===== src/rtl/zcr_pkg.sv =====
package zcr_pkg;

  typedef enum logic [2:0] {
    ST_IDLE,
    ST_RD_IND,
    ST_RD_DATA,
    ST_REF_IND,
    ST_REF_ROW
  } zcrState_t;

  typedef struct packed {
    logic wrAccept;
    logic rdAccept;
    logic rdIndLoad;
    logic rdDataLoad;
    logic refIndLoad;
    logic refRow;
  } zcrStrobes_t;

endpackage


===== src/rtl/zcr_ctrl.sv =====
module zcr_ctrl
  import zcr_pkg::*;
(
  input  logic        clk,
  input  logic        rstN,
  input  logic        reqValid,
  input  logic        reqWrite,
  input  logic        refreshTick,
  input  logic        rdHit,
  input  logic        refBoundary,
  output logic        reqReady,
  output zcrStrobes_t strb
);

  zcrState_t stateQ, stateNext;
  logic      pendingQ;

  assign reqReady = (stateQ == ST_IDLE) && !pendingQ;

  always_comb begin
    stateNext = stateQ;
    strb      = '0;
    unique case (stateQ)
      ST_IDLE: begin
        if (pendingQ) begin
          stateNext = refBoundary ? ST_REF_IND : ST_REF_ROW;
        end else if (reqValid) begin
          if (reqWrite) begin
            strb.wrAccept = 1'b1;
          end else begin
            strb.rdAccept = 1'b1;
            stateNext     = rdHit ? ST_RD_DATA : ST_RD_IND;
          end
        end
      end
      ST_RD_IND: begin
        strb.rdIndLoad = 1'b1;
        stateNext      = ST_RD_DATA;
      end
      ST_RD_DATA: begin
        strb.rdDataLoad = 1'b1;
        stateNext       = ST_IDLE;
      end
      ST_REF_IND: begin
        strb.refIndLoad = 1'b1;
        stateNext       = ST_REF_ROW;
      end
      ST_REF_ROW: begin
        strb.refRow = 1'b1;
        stateNext   = ST_IDLE;
      end
      default: stateNext = ST_IDLE;
    endcase
  end

  always_ff @(posedge clk) begin
    if (!rstN) begin
      stateQ   <= ST_IDLE;
      pendingQ <= 1'b0;
    end else begin
      stateQ <= stateNext;
      if (stateQ == ST_REF_ROW) pendingQ <= refreshTick;
      else                      pendingQ <= pendingQ | refreshTick;
    end
  end

  // a tick always blocks requests in the following cycle
  a_r11_tick_blocks_requests: assert property (@(posedge clk) disable iff (!rstN)
    refreshTick |=> !reqReady);

  // a read that missed the latch always passes through the indicator phase
  a_r8_miss_fetches_indicator: assert property (@(posedge clk) disable iff (!rstN)
    (strb.rdAccept && !rdHit) |=> strb.rdIndLoad);

endmodule


===== src/rtl/zcr_datapath.sv =====
module zcr_datapath
  import zcr_pkg::*;
#(
  parameter int ROWS    = 32,
  parameter int COLS    = 8,
  parameter int CLUSTER = 8,
  parameter int CNT_W   = 32,
  localparam int AW     = $clog2(ROWS),
  localparam int LG     = $clog2(CLUSTER),
  localparam int GROUPS = ROWS / CLUSTER,
  localparam int GW     = (GROUPS > 1) ? $clog2(GROUPS) : 1
)(
  input  logic             clk,
  input  logic             rstN,
  input  zcrStrobes_t      strb,
  input  logic [AW-1:0]    reqAddr,
  input  logic [COLS-1:0]  reqWdata,
  output logic             rdHit,
  output logic             refBoundary,
  output logic             rspValid,
  output logic [COLS-1:0]  rspData,
  output logic [CNT_W-1:0] cntRefreshed,
  output logic [CNT_W-1:0] cntSkipped,
  output logic [CNT_W-1:0] cntIndReads
);

  function automatic logic [GW-1:0] grpOf(input logic [AW-1:0] a);
    logic [AW-1:0] s;
    s = a >> LG;
    return s[GW-1:0];
  endfunction

  logic [COLS-1:0] memQ [ROWS];
  logic [COLS-1:0] indQ [GROUPS];
  logic [GROUPS-1:0] dirtyQ;

  logic [AW-1:0]   addrQ;
  logic [GW-1:0]   rdGrpQ;
  logic [COLS-1:0] rdLatchQ;
  logic            rdValidQ;

  logic [AW-1:0]   refPtrQ;
  logic [GW-1:0]   refGrpQ;
  logic [COLS-1:0] refMaskQ;
  logic [COLS-1:0] accQ;
  logic            accActQ;

  logic [GW-1:0]   reqGrp, addrGrp, ptrGrp;
  logic            refLast;
  logic [COLS-1:0] accNext;
  logic [CNT_W-1:0] skipNow;

  assign reqGrp      = grpOf(reqAddr);
  assign addrGrp     = grpOf(addrQ);
  assign ptrGrp      = grpOf(refPtrQ);
  assign refBoundary = (refPtrQ[LG-1:0] == '0);
  assign refLast     = &refPtrQ[LG-1:0];
  assign accNext     = accQ | memQ[refPtrQ];
  assign skipNow     = CNT_W'($countones(refMaskQ));
  assign rdHit       = rdValidQ && (rdGrpQ == reqGrp);

  always_ff @(posedge clk) begin
    if (!rstN) begin
      for (int r = 0; r < ROWS; r++) memQ[r] <= '0;
      for (int g = 0; g < GROUPS; g++) indQ[g] <= '0;
      dirtyQ       <= '1;
      addrQ        <= '0;
      rdGrpQ       <= '0;
      rdLatchQ     <= '0;
      rdValidQ     <= 1'b0;
      refPtrQ      <= '0;
      refGrpQ      <= '0;
      refMaskQ     <= '0;
      accQ         <= '0;
      accActQ      <= 1'b0;
      rspValid     <= 1'b0;
      rspData      <= '0;
      cntRefreshed <= '0;
      cntSkipped   <= '0;
      cntIndReads  <= '0;
    end else begin
      rspValid <= 1'b0;

      if (strb.wrAccept) begin
        memQ[reqAddr]  <= reqWdata;
        indQ[reqGrp]   <= '0;
        dirtyQ[reqGrp] <= 1'b1;
        if (rdValidQ && rdGrpQ == reqGrp) begin
          rdValidQ <= 1'b0;
          rdLatchQ <= '0;
        end
        if (refGrpQ == reqGrp) begin
          refMaskQ <= '0;
          if (accActQ) accQ <= accQ | reqWdata;
        end
      end

      if (strb.rdAccept) addrQ <= reqAddr;

      if (strb.rdIndLoad) begin
        rdLatchQ    <= indQ[addrGrp];
        rdGrpQ      <= addrGrp;
        rdValidQ    <= 1'b1;
        cntIndReads <= cntIndReads + 1'b1;
      end

      if (strb.rdDataLoad) begin
        rspData  <= memQ[addrQ] & ~rdLatchQ;
        rspValid <= 1'b1;
      end

      if (strb.refIndLoad) begin
        refMaskQ    <= indQ[ptrGrp];
        refGrpQ     <= ptrGrp;
        accActQ     <= dirtyQ[ptrGrp];
        accQ        <= '0;
        cntIndReads <= cntIndReads + 1'b1;
      end

      if (strb.refRow) begin
        cntSkipped   <= cntSkipped + skipNow;
        cntRefreshed <= cntRefreshed + CNT_W'(COLS) - skipNow;
        if (accActQ) begin
          accQ <= accNext;
          if (refLast) begin
            indQ[ptrGrp]   <= ~accNext;
            dirtyQ[ptrGrp] <= 1'b0;
            accActQ        <= 1'b0;
          end
        end
        refPtrQ <= (refPtrQ == AW'(ROWS - 1)) ? '0 : refPtrQ + AW'(1);
      end
    end
  end

  // a write leaves its group dirty with a cleared indicator row
  a_r3_write_marks_group: assert property (@(posedge clk) disable iff (!rstN)
    strb.wrAccept |=> (dirtyQ[$past(reqGrp)] && indQ[$past(reqGrp)] == '0));

  // each refreshed row accounts for exactly COLS column-rows
  a_r5_row_accounting: assert property (@(posedge clk) disable iff (!rstN)
    strb.refRow |=> ((cntRefreshed + cntSkipped) ==
                     $past(cntRefreshed + cntSkipped) + CNT_W'(COLS)));

  // the last row of a rebuilt group clears its dirty flag
  a_r7_rebuild_clears_dirty: assert property (@(posedge clk) disable iff (!rstN)
    (strb.refRow && accActQ && refLast) |=> !dirtyQ[$past(ptrGrp)]);

  // returned data never carries a one in a column flagged as zero
  a_r9_masked_read: assert property (@(posedge clk) disable iff (!rstN)
    rspValid |-> ((rspData & rdLatchQ) == '0));

  // a write into the latched group drops the latch
  a_r10_write_drops_latch: assert property (@(posedge clk) disable iff (!rstN)
    (strb.wrAccept && rdGrpQ == reqGrp) |=> !rdValidQ);

  // a response is a single-cycle pulse
  a_r8_single_pulse: assert property (@(posedge clk) disable iff (!rstN)
    rspValid |=> !rspValid);

endmodule


===== src/rtl/zero_cluster_refresh.sv =====
module zero_cluster_refresh
  import zcr_pkg::*;
#(
  parameter int ROWS    = 32,
  parameter int COLS    = 8,
  parameter int CLUSTER = 8,
  parameter int CNT_W   = 32,
  localparam int AW     = $clog2(ROWS)
)(
  input  logic             clk,
  input  logic             rstN,
  input  logic             reqValid,
  input  logic             reqWrite,
  input  logic [AW-1:0]    reqAddr,
  input  logic [COLS-1:0]  reqWdata,
  output logic             reqReady,
  output logic             rspValid,
  output logic [COLS-1:0]  rspData,
  input  logic             refreshTick,
  output logic [CNT_W-1:0] cntRefreshed,
  output logic [CNT_W-1:0] cntSkipped,
  output logic [CNT_W-1:0] cntIndReads
);

  zcrStrobes_t strb;
  logic        rdHit;
  logic        refBoundary;

  zcr_ctrl i_ctrl (
    .clk         (clk),
    .rstN        (rstN),
    .reqValid    (reqValid),
    .reqWrite    (reqWrite),
    .refreshTick (refreshTick),
    .rdHit       (rdHit),
    .refBoundary (refBoundary),
    .reqReady    (reqReady),
    .strb        (strb)
  );

  zcr_datapath #(
    .ROWS    (ROWS),
    .COLS    (COLS),
    .CLUSTER (CLUSTER),
    .CNT_W   (CNT_W)
  ) i_datapath (
    .clk          (clk),
    .rstN         (rstN),
    .strb         (strb),
    .reqAddr      (reqAddr),
    .reqWdata     (reqWdata),
    .rdHit        (rdHit),
    .refBoundary  (refBoundary),
    .rspValid     (rspValid),
    .rspData      (rspData),
    .cntRefreshed (cntRefreshed),
    .cntSkipped   (cntSkipped),
    .cntIndReads  (cntIndReads)
  );

endmodule


===== config.mk =====
export PLATFORM = sky130hd
export DESIGN_NAME = zero_cluster_refresh
export DESIGN_NICKNAME = d
export VERILOG_FILES = /design/src/rtl/zcr_pkg.sv /design/src/rtl/zcr_ctrl.sv /design/src/rtl/zcr_datapath.sv /design/src/rtl/zero_cluster_refresh.sv
export SDC_FILE = /design/constraint.sdc
export NUM_CORES = 1
export LEC_CHECK = 0
export BUFFER_PORTS_ARGS = -buffer_cell sky130_fd_sc_hd__buf_2
export CORE_MARGIN = 4
export CORE_UTILIZATION = 60
export DETAILED_ROUTE_END_ITERATION = 10
export PLACE_DENSITY_LB_ADDON = 0.1
export SLEW_MARGIN = 20
export SYNTH_ARGS = -nofsm -noshare
export SYNTH_HDL_FRONTEND = slang
export SYNTH_SLANG_ARGS = --single-unit

===== constraint.sdc =====
create_clock -name clk -period 8.1 [get_ports clk]
set_input_delay 1.62 -clock clk [delete_from_list [all_inputs] [get_ports clk]]
set_output_delay 1.62 -clock clk [all_outputs]
set_load 0.02 [all_outputs]

# Word level (Yosys, flattened, before mapping)
# Memories as Yosys holds them, arrays and structs flattened. A register that Yosys moved wholly into a read port is not among the register bits.
# Index checks and enable logic that the tools add are counted.
[totals]
register_bits = 153
mem_count = 2
latchBits = 0
ramBits = 288
mem_bits_ro = 0
[memory_table]
columns = ["name", "words", "width", "rd", "rd_clocked_by_memory_dff", "wr", "line_no", "text"]
rows = [
  ["i_datapath.memQ", 32, 8, 2, 2, 32, "zcr_datapath.sv:33", "logic [COLS-1:0] memQ [ROWS];"],
  ["i_datapath.indQ", 4, 8, 2, 2, 4, "zcr_datapath.sv:34", "logic [COLS-1:0] indQ [GROUPS];"],
]
[classes]
mul = 0
n_div = 0
n_shift = 0
n_eq_ne = 9
muxes = 76
add_sub_neg = 12
order_cmp = 4
n_reduce_logical = 19
bitwise = 9
[ops]
columns = ["operator", "count"]
rows = [
  ["32-bit adder", 4],
  ["8-bit 2-to-1 mux", 15],
  ["32-bit 2-to-1 mux", 2],
  ["32-bit by 1-bit adder with 32-bit output (second input constant)", 1],
  ["32-bit by 4-bit adder with 32-bit output (second input constant)", 1],
  ["32-bit subtractor", 1],
  ["1-bit 2-to-1 mux", 30],
  ["5-bit 2-to-1 mux", 6],
  ["8-bit OR reduction", 3],
  ["2-bit 2-to-1 mux", 10],
  ["4-bit 2-to-1 mux", 5],
  ["8-bit inverter", 2],
  ["8-bit OR", 2],
  ["3-bit 2-to-1 mux", 4],
  ["2-bit nonzero test", 5],
  ["3-bit case mux with 3 select lines", 1],
  ["1-bit by 1-bit adder with 2-bit output", 4],
  ["8-bit AND", 1],
  ["3-bit by 2-bit == test with 1-bit output (second input constant)", 2],
  ["3-bit zero test", 2],
  ["2-bit by 3-bit less-than comparator with 1-bit output (second input constant)", 2],
  ["3-bit by 2-bit inequality test with 1-bit output (second input constant)", 2],
  ["2-bit AND reduction", 3],
  ["5-bit by 1-bit adder with 5-bit output (second input constant)", 1],
  ["14 further kinds", 20],
]

# Depth between registers and ports, before layout
[logic_depth]
ltp_word = 11
mapped_depth = 20

# Cells and area by module
# From an unflattened synthesis, not the netlist that was laid out.
[unflattened]
hier_cells = 1960
hier_area_um2 = 23879.2
[by_module_without_submodules]
columns = ["mod", "instances", "cells_per_inst", "area_each_um2"]
rows = [
  ["zcr_datapath", 1, 1932, 23611.4],
  ["zcr_ctrl", 1, 28, 267.8],
]

# Least setup slack after synthesis
# Ideal clock, no wire load.
[synth_timing]
path_type = "register to register"
from = "reg i_datapath.refMaskQ[0]"
to = "reg i_datapath.cntRefreshed[25]"
t_required_ns = 8.038
period_less_slack_ns = 4.483
t_arrival_ns = 4.421
path_slack_ns = 3.617
path_stages_with_launch = 17
cell_sequence = "dfxtp_1 > ha_1 > fa_1 > fa_1 > ha_1 > inv_1 > fa_1 > and2_1 > ha_1 > nor2b_1 > o2111ai_1 > a21oi_1 > o31ai_1 > a31oi_1 > and4_1 > or4_1 > nand3_1"
[synth_between]
elab_chain_cells = 4
[synth_lines]
columns = ["item", "line_no", "text"]
rows = [
  ["start, declared", "zcr_datapath.sv:44", "logic [COLS-1:0] refMaskQ;"],
  ["start signal, assigned", "zcr_datapath.sv:113", "refMaskQ <= indQ[ptrGrp];"],
  ["1-bit by 1-bit adder with 2-bit output (not written as such)", "zcr_datapath.sv:59", "assign skipNow = CNT_W'($countones(refMaskQ));"],
  ["32-bit adder (not written as such) (2 in series)", "zcr_datapath.sv:59", ""],
  ["32-bit subtractor", "zcr_datapath.sv:122", "cntRefreshed <= cntRefreshed + CNT_W'(COLS) - skipNow;"],
  ["end signal, assigned", "zcr_datapath.sv:122", ""],
  ["end, declared", "zcr_datapath.sv:22", "output logic [CNT_W-1:0] cntRefreshed,"],
]
# Every way passes these cells.
# A chain may end at the register's enable or synchronous reset.

# Worst setup path after layout
[layout_timing]
from = "reg i_datapath.refMaskQ[1]"
to = "reg i_datapath.cntRefreshed[27]"
# Same word-level chain as after synthesis.

==> results_dict.tcl <==
set metrics [dict create \
    status "finished, final reports clean" \
    grt_usage_pct 28.21 \
    report.final.slew_viol_count 0 \
    die_area_um2 43240 \
    timing.rr.end "i_datapath.cntRefreshed[27]$_SDFFE_PN0P_" \
    drt_iter0_drc 1874 \
    critPathArrivalTime_ns 5.36 \
    drc 0 \
    ant_nets 0 \
    die_w_um 207.9 \
    tritoncts "yes" \
    layout_min_cycle_time_ns 4.904 \
    clkLatencyLatePin_ns 0.59 \
    pre_cts_slack_ns 3.105 \
    finalWirelength_mm 61.53 \
    irDropWorstVdd_v 0.0002056 \
    cts_resized 0 \
    crit_chain "ha_1 > inv_1 > fa_1 > inv_1 > fa_1 > ha_1 > inv_1 > fa_1 > and2_1 > ha_1 > nor2b_1 > o2111ai_1 > a21oi_1 > nor3_1 > o21ai_1 > a41oi_1 > xor2_1 > o21ai_0" \
    hold_buffers 0 \
    start_util_pct 61.35 \
    tns_ns 0 \
    grt-ovfl-total 0 \
    netlist_instances 1975 \
    synth_cell_types 62 \
    die_height_um 207.9 \
    grt_max_degree 99 \
    critPathSlowestCell "nor3_1" \
    post_dp_cell_area_um2 24850 \
    tightest_slew_ns 1.050 \
    max_freq_ghz 0.2039 \
    layout-drive-gt1-share_pct 19.83 \
    num_io_pins 124 \
    n_antenna_cell 0 \
    syn_avg_cell_area_um2 12.15 \
    wl_per_cell_um 23.75 \
    drtPass1Iterations 5 \
    clkTransAtPathRegs_ns 0.07 \
    cts_buffers 47 \
    root_buffer "clkbuf_16" \
    r2r_cells 18 \
    num_rows 72 \
    setup_viol 0 \
    post-cts-setup-buffer-count 0 \
    powerDensity_nw_per_um2 199.4 \
    worstPathRequired_ns 8.55 \
    min_to "i_datapath.rspData[2]$_SDFFE_PN0P_" \
    skew_ns 0.01850 \
    cpPeakStageDelay_ns 0.54 \
    synth-edff-count 288 \
    portBuffers 123 \
    worst_slack_ns 3.196 \
    synth_nets 2046 \
    cts_buffer_depth 3 \
    nNetsFinal 2106 \
    criticalPathCategory "reg -> reg" \
    synthArstFlopShare_pct 0 \
    core_area_um2 39100 \
    slew_headroom_pct 29.23 \
    fin_area_um2 26560 \
    endpoint_kind "flip-flop" \
    min_path_cells 2 \
    ys_seq_elements 451 \
    p_leak_nw 9.960 \
    synth_area_um2 23990 \
    grt_pass1_vias 15930 \
    hpwl_mm 42.45 \
    rsz0062_at_grt "false" \
    ys_seq_area_share_pct 49.66 \
    worstSetupStartpointType "flip-flop" \
    finalHoldViolations 0 \
    hold_path.class "reg -> reg" \
    place.gp.congestion 0.9196 \
    synth-main-ff-cell "edfxtp_1" \
    multiInputGateArea_um2 11220 \
    regArea_um2 11930 \
    cts_sinks 451 \
    cap_violations 0 \
    regToRegSetupSlack_ns 3.20 \
    rr_startpoint "i_datapath.refMaskQ[1]$_SDFFE_PN0P_" \
    antenna_found_initial 1 \
    syn2layout_area_growth_pct 10.73 \
    num-fill-cells 2857 \
    dr_total_vias 16490 \
    grt_pass1_wl_mm 95.21 \
    cts_htree_levels 2 \
    hp-start "i_datapath.rspData[2]$_SDFFE_PN0P_" \
    synth_warnings 0 \
    fin_crit_sh_pct 60.55 \
    vias_per_cell 6.362 \
    worstPathMaxFanout 5 \
]
[kinds of logic after synthesis]
| group | after synthesis | synth area share (%) |
|---|---|---|
| compound gates | 258 | 6.906 |
| xor+xnor | 72 | 2.629 |
| fa+ha+maj | 55 | 3.036 |
| buf+inv | 217 | 3.573 |
| flops | 451 | 49.66 |
| mux | 203 | 17.75 |
| simple gates | 719 | 16.45 |
[stage by stage]
| stage | utilization, % | total power, mW | instances | hold WS, ns |
|---|---|---|---|---|
| CTS | 67.90 | 5.314 | 2590 | 0.4571 |
| floorplan | - | 2.833 | 1975 | 0.4344 |
| detailed placement | 63.55 | 2.968 | 2503 | 0.4483 |
| finish | 67.93 | 5.297 | 2591 | 0.4541 |
| global route | 67.93 | 5.438 | 2591 | 0.4809 |
| global placement | 63.55 | 2.958 | 2503 | 0.4435 |
[worst max-delay path: cells and delay by family (launching register included)]
kind	cells	cell delay, ns
and+or+nand+nor	3	0.92
xor gates and xnor gates	1	0.16
buffers and inverters	3	0.19
DFF	1	0.32
AOI/OAI and AO/OA	5	1.02
adders and majority gates	6	2.15
[worst max-delay path by stage]
stage                                                   start                                  endpoint  cells past startpoint
after floorplan           i_datapath.refMaskQ[0]$_SDFFE_PN0P_  i_datapath.cntRefreshed[25]$_SDFFE_PN0P_                     16
after global placement                                   rstN       i_datapath.memQ[7][0]$_SDFFCE_PN0P_                      3
after detailed placement                                 rstN       i_datapath.memQ[7][1]$_SDFFCE_PN0P_                      3
after CTS                 i_datapath.refMaskQ[0]$_SDFFE_PN0P_  i_datapath.cntRefreshed[26]$_SDFFE_PN0P_                     16
after global routing      i_datapath.refMaskQ[0]$_SDFFE_PN0P_  i_datapath.cntRefreshed[26]$_SDFFE_PN0P_                     16
final                     i_datapath.refMaskQ[1]$_SDFFE_PN0P_  i_datapath.cntRefreshed[27]$_SDFFE_PN0P_                     18
[layer usage]
layer  routed length (um)  track usage, %  up-vias
li1                     -               -     7386
met1                24740           39.54     8163
met2                28910           45.33      790
met3                 5269           4.353      144
met4                 2601           10.58        2
met5                   12               0        -
[power breakdown]
group          internal (mW)  switching, mW
Clock                   1.43          0.937
Sequential              2.51         0.0564
Combinational          0.141          0.219
[cells in the mapped netlist (9+ instances only)]
cell type,instances,area [um^2]
nand4_1,11,68.82
a21oi_1,40,200.2
or3_1,29,181.4
nor2_1,89,334.1
nor2b_1,26,162.7
mux4_2,177,3986
o21a_1,9,67.56
and3_1,24,150.1
o21ai_0,89,445.4
ha_1,47,588.1
xnor2_1,52,455.4
xor2_1,20,175.2
dfxtp_1,163,3263
mux2i_1,18,180.2
nor3_1,10,50.05
a22oi_1,9,67.56
edfxtp_1,288,8648
nand2_1,116,435.4
a31oi_1,12,75.07
inv_1,92,345.3
a21boi_0,41,307.8
buf_1,14,52.55
nand3_1,60,300.3
a21o_1,15,112.6
clkbuf_1,97,364.1
and2_1,319,1996
[cell usage in the layout (no fill, tap or decap), drive strengths merged, types with 47 or more instances in the layout]
cell type / n
buf: 136
edfxtp: 288
ha: 47
xnor2: 52
clkbuf: 53
inv: 96
o21ai: 90
nor2: 89
dfxtp: 163
nand2: 116
mux4: 177
and2: 319
nand3: 60
[final cells by class]
type,count,share of cell area [%]
inverters,92,1.300
clock inverters,34,1.686
flip-flops and latches,451,44.90
well taps,518,2.440
clock buffers,53,4.706
multi-input cells,1307,42.26
repair buffers,136,2.709
[sequential cells by signal, indices dropped and copies added (netlist names), named ones only]
| signal | cells |
|---|---|
| i_datapath.rdGrpQ | 2 |
| i_ctrl.pendingQ | 1 |
| i_datapath.refMaskQ | 8 |
| i_datapath.accQ | 8 |
| i_datapath.rdValidQ | 1 |
| i_datapath.rspData | 8 |
| i_datapath.dirtyQ | 4 |
| i_datapath.addrQ | 5 |
| i_datapath.rdLatchQ | 8 |
| i_datapath.cntRefreshed | 32 |
| i_datapath.cntSkipped | 32 |
| i_datapath.memQ | 256 |
| i_datapath.rspValid | 1 |
| i_datapath.refPtrQ | 5 |
| i_datapath.refGrpQ | 2 |
| i_datapath.accActQ | 1 |
| i_datapath.indQ | 32 |
| i_datapath.cntIndReads | 32 |
| i_ctrl.stateQ | 3 |
Note: power is estimated with default switching activity, not from simulation.
